File: src/rtl/prio_enc_pkg.sv
package prio_enc_pkg;
    parameter int unsigned LANE_W  = 8;
    parameter int unsigned N_LANES = 2;
    localparam int unsigned LANE_AW = $clog2(LANE_W);
endpackage

File: src/rtl/prio_lane.sv
module prio_lane #(
    parameter int unsigned WIDTH = 8,
    localparam int unsigned AW = $clog2(WIDTH)
) (
    input  logic             en_in,
    input  logic [WIDTH-1:0] req,
    output logic [AW-1:0]    addr,
    output logic             hit,
    output logic             pass_en
);
    // Ascending scan: a later (higher) line overrides, so the highest wins.
    always_comb begin
        addr    = '0;
        hit     = 1'b0;
        pass_en = 1'b0;
        if (en_in) begin
            pass_en = 1'b1;
            for (int i = 0; i < WIDTH; i++) begin
                if (req[i]) begin
                    addr    = AW'(i);
                    hit     = 1'b1;
                    pass_en = 1'b0;
                end
            end
        end
    end
endmodule

File: src/rtl/prio_merge.sv
module prio_merge #(
    parameter int unsigned NL = 2,
    parameter int unsigned AW = 3
) (
    input  logic [NL-1:0][AW-1:0] lane_addr,
    input  logic [NL-1:0]         lane_hit,
    output logic [AW-1:0]         addr_or,
    output logic                  hit_or
);
    always_comb begin
        addr_or = '0;
        hit_or  = 1'b0;
        for (int k = 0; k < NL; k++) begin
            addr_or = addr_or | lane_addr[k];
            hit_or  = hit_or | lane_hit[k];
        end
    end
endmodule

File: src/rtl/prio_enc_chain.sv
module prio_enc_chain
    import prio_enc_pkg::*;
#(
    parameter int unsigned STAGE_W = LANE_W,
    localparam int unsigned NST    = N_LANES,
    localparam int unsigned TOT_W  = NST * STAGE_W,
    localparam int unsigned SAW    = $clog2(STAGE_W),
    localparam int unsigned TAW    = SAW + 1
) (
    input  logic             en_in,
    input  logic [TOT_W-1:0] req,
    output logic [TAW-1:0]   idx,
    output logic             any_hit,
    output logic             pass_en
);
    // lane 0 is the upper (most urgent) lane
    logic [NST-1:0][SAW-1:0] st_addr;
    logic [NST-1:0]          st_hit;
    logic [NST:0]            chain;
    logic [SAW-1:0]          low_bits;

    assign chain[0] = en_in;

    for (genvar s = 0; s < NST; s++) begin : g_lane
        prio_lane #(.WIDTH(STAGE_W)) u_lane (
            .en_in   (chain[s]),
            .req     (req[TOT_W-1-s*STAGE_W -: STAGE_W]),
            .addr    (st_addr[s]),
            .hit     (st_hit[s]),
            .pass_en (chain[s+1])
        );
    end

    prio_merge #(.NL(NST), .AW(SAW)) u_merge (
        .lane_addr (st_addr),
        .lane_hit  (st_hit),
        .addr_or   (low_bits),
        .hit_or    (any_hit)
    );

    assign idx     = {st_hit[0], low_bits};
    assign pass_en = chain[NST];
endmodule

File: config.mk
export PLATFORM = sky130hd
export DESIGN_NAME = prio_enc_chain
export DESIGN_NICKNAME = d
export VERILOG_FILES = /design/src/rtl/prio_enc_pkg.sv /design/src/rtl/prio_lane.sv /design/src/rtl/prio_merge.sv /design/src/rtl/prio_enc_chain.sv
export SDC_FILE = /design/constraint.sdc
export NUM_CORES = 1
export LEC_CHECK = 0
export BUFFER_PORTS_ARGS = -buffer_cell sky130_fd_sc_hd__buf_4
export CAP_MARGIN = 20
export CELL_PAD_IN_SITES_DETAIL_PLACEMENT = 1
export CELL_PAD_IN_SITES_GLOBAL_PLACEMENT = 2
export CORE_MARGIN = 2
export CORE_UTILIZATION = 15
export DETAILED_ROUTE_END_ITERATION = 10
export PLACE_DENSITY = 0.86
export SYNTH_ARGS = -nofsm -noshare
export SYNTH_HDL_FRONTEND = slang
export SYNTH_SLANG_ARGS = --single-unit
File: constraint.sdc
create_clock -name vclk -period 0.9
set_input_delay 0.09 -clock vclk [all_inputs]
set_output_delay 0.09 -clock vclk [all_outputs]
set_load 0.1 [all_outputs]
Word level (Yosys, flattened, before mapping). Cells that the tools add are included.

Muxes and demuxes: 52. Bitwise logic cells: 2.

Operators by type and width (number): 2-to-1 mux 1 bit (38); 2-to-1 mux 3 bit (10); 2-to-1 mux 2 bit (4); OR 3 bit (1); OR 1 bit (1).

Register bits after elaboration: 0. Input port bits: 17. Logic and storage cells: 54. Output and inout bits: 6.

Longest topological paths before layout.
Depth in word-level cells: 11. Depth in mapped cells: 4.

By module. Synthesis repeated with hierarchy kept, for this count alone.

Cells, all modules: 35. Area total of the unflattened synthesis: 200.2 sq um.

Modules (own cells, without submodules): prio_lane (area an instance 83.8 sq um, instances 2, cells each 15); prio_merge (area an instance 25.0 sq um, instances 1, cells each 4); prio_enc_chain (area an instance 7.5 sq um, instances 1, cells each 1).

Worst setup path after synthesis. No wires, ideal clock.

Path kind: input to output. Start point: input req[4]. End point: output pass_en. Arrival: 2.599 ns. Path slack: -1.789 ns. Cell stages on the path: 3. Data required time: 0.810 ns. Buffers on the path: 0. Cell sequence: nor4_1 > nand2_1 > nor3_1.

Longest elaborated chain between the ends: 5.

Ends and longest elaborated chain: start: declaration (RTL line prio_enc_chain.sv:11) `input logic [TOT_W-1:0] req,`; 2-to-1 mux 1 bit (4 in a row) (RTL line prio_lane.sv:19) `if (req[i]) begin`; 2-to-1 mux 1 bit (RTL line prio_lane.sv:16) `if (en_in) begin`; end: declaration (RTL line prio_enc_chain.sv:14) `output logic pass_en`.

Every way passes these cells.

Worst setup path after layout.
Start point: input req[15]. End point: output idx[0].

Longest elaborated chain between the ends: 4. Elaborated cells on any way between the ends: 6. Those cells by class: mux: 5; bitwise: 1.

Ends and longest elaborated chain: 2-to-1 mux 1 bit (RTL line prio_lane.sv:19); 2-to-1 mux 1 bit (RTL line prio_lane.sv:16); 2-to-1 mux 3 bit (RTL line prio_lane.sv:16); OR 3 bit (*) (RTL line prio_merge.sv:14) `addr_or = addr_or | lane_addr[k];`; end: declaration (RTL line prio_enc_chain.sv:12) `output logic [TAW-1:0] idx,`.

Mark *: on every way between the ends. The rest lies on a longest branch, timed or not.

==> qor.yml <==
grt_pass1_vias: 412
worstMarginPinSlew_ps: 362
p_switching_uw: 217
nClkBuffers: 0
layout-drive-gt1-share_pct: 73.6
p_int_uw: 186
seq_area_um2: 0
endpoint_kind: "output port"
p_leak_nw: 0.323
syn-cell-area_um2: 206
drt_iter0_markers: 2
critPathLaunchType: "primary input"
fin_ws_ps: -370
antenna_found_initial: 0
dp_hpwl_um: 937
status: "finished, violations left"
route.detailed.drc: 0
seq_cells: 0
hp-class: "primary input to output port"
placed_area_um2: 601
fin_cells: 87
powerDensity_mw_per_mm2: 546
avgViaCountPerCell: 4.72
die_y_um: 41.1
path_max_fanout: 3
cpPeakStageDelay_ps: 320
setup_viol: 6
portBuffers: 23
die_w_um: 41.1
postRouteAntennaNets: 0
synth_cell_type_count: 17
min_path_cells: 5
nets: 91
wl_per_cell_um: 13.8
crit_cells: 6
dr.pass1.iters: 4
io_pins: 23
yosys-top-cells-area: "nor2_1 (13%), a21oi_1 (12%), nor4_4 (10%)"
worstPathArrival_ps: 1180
critical_path_class: "primary input to output port"
crit_buf_inv: 3
vias: 411
pwr-share-comb_pct: 100.0
synth_top_area_share_pct: 12.7
cp.required_ps: 810
overflow: 0
max_slew_margin_pct: 75.7
final_cell_area_um2: 738
antenna_cells: 0
start_util_pct: 15.9
synth_nets: 52
dieArea_mm2: 0.00169
rsz0062_at_grt: "yes"
ys_seq_area_share_pct: 0
critPathTopFamily: "simple AND/OR/NAND/NOR gates"
placedCellCount: 85
area_growth_pct: 258
synth_cells: 35
clockPowerShare_pct: 0
grt_pass1_wl_mm: 1.75
gp_congestion: 0.689
grt_usage_pct: 15.4
fmax_mhz: 788
violations: "negative setup slack"
worstPathCellList: "buf_8, nor4_4, buf_4, and2_4, a31o_4, buf_12"
yosysTopAreaCell: "nor2_1"
avgSynthCellArea_um2: 5.90
wl_mm: 1.20
hold_viol_final: 0
period_share_pct: 141
seq_power_share_pct: 0
num_rows: 13
slew_violations: 0
fillers: 157
yosysWarnings: 0
grt_max_degree: 5
ir_drop_mv: 0.226
fin_crit_ps: 1270
cap_violations: 0
crit_slowest_cell: "nor4_4"
core_area_mm2: 0.00130
switching_share_pct: 53.9
placed cells by master (no fill, tap or decap):
cell	count
a21oi_1	4
a21oi_2	1
a31o_4	1
a31oi_4	1
and2_4	1
buf_12	7
buf_4	24
buf_6	6
buf_8	1
inv_1	4
nand2_1	2
nand2_2	1
nor2_1	4
nor2_4	3
nor2b_1	1
nor3_1	1
nor3_4	1
nor4_4	4
o21a_1	1
o21ai_0	1
o21ai_2	1
o31ai_1	1
o41a_4	1
repair_timing:
item                       CTS  global route
hold endpoints to repair     0             0
setup endpoints to repair    6             6
setup buffers                0             2
resized for setup           24             5
pin swaps                    3             5
hold buffers                 0             0
power by group through the flow:
| stage | Clock, mW | Combinational (mW) | Sequential, mW |
|---|---|---|---|
| 3_3_place_gp | 0 | 0.333 | 0 |
| 5_1_grt | 0 | 0.420 | 0 |
| 6_report | 0 | 0.403 | 0 |
| 4_1_cts | 0 | 0.392 | 0 |
| 3_5_place_dp | 0 | 0.337 | 0 |
| 2_1_floorplan | 0 | 0.180 | 0 |
cell type report:
type	instances	area [um2]	area share, %
multi-input cells	30	302	40.8
well taps	15	18.8	2.54
repair buffers	38	403	54.6
inverters	4	15.0	2.03
path summary, 6_finish.rpt:
path | start | to
max | req[15] | idx[0]
min | req[0] | pass_en
metal layers:
metal / vias up / global-route usage [%] / share of wire, %
li1: 202 / - / -
met1: 197 / 16.5 / 38
met2: 12 / 34.0 / 59
met3: 0 / 0 / 2.9
met4: 0 / 0 / 0
met5: - / 0 / 0
Yosys cell counts, drive strengths merged:
master,n
a21oi,5
a31o,1
a31oi,1
and2,1
buf,1
inv,4
nand2,3
nor2,7
nor2b,1
nor3,2
nor4,4
o21a,1
o21ai,2
o31ai,1
o41a,1
per-stage QoR:
step	hold slack (ps)	utilization [%]	setup slack, ps	total power, mW	TNS [ps]
2_1_floorplan	375	-	-515	0.180	-1280
3_3_place_gp	673	46.2	-391	0.333	-1940
3_5_place_dp	674	46.2	-431	0.337	-2250
4_1_cts	618	54.1	-347	0.392	-1730
5_1_grt	640	56.7	-408	0.420	-2220
6_report	616	56.7	-370	0.403	-1990
kinds of logic (layout without fill, tap and decap cells):
logic type / count (synthesis) / after routing / share of synthesized area (%)
AND/OR/NAND/NOR: 18 / 18 / 52.1
AO/OA/AOI/OAI: 12 / 12 / 37.0
buffers and inverters: 5 / 42 / 10.9
Note: power is estimated with default switching activity, not from simulation.
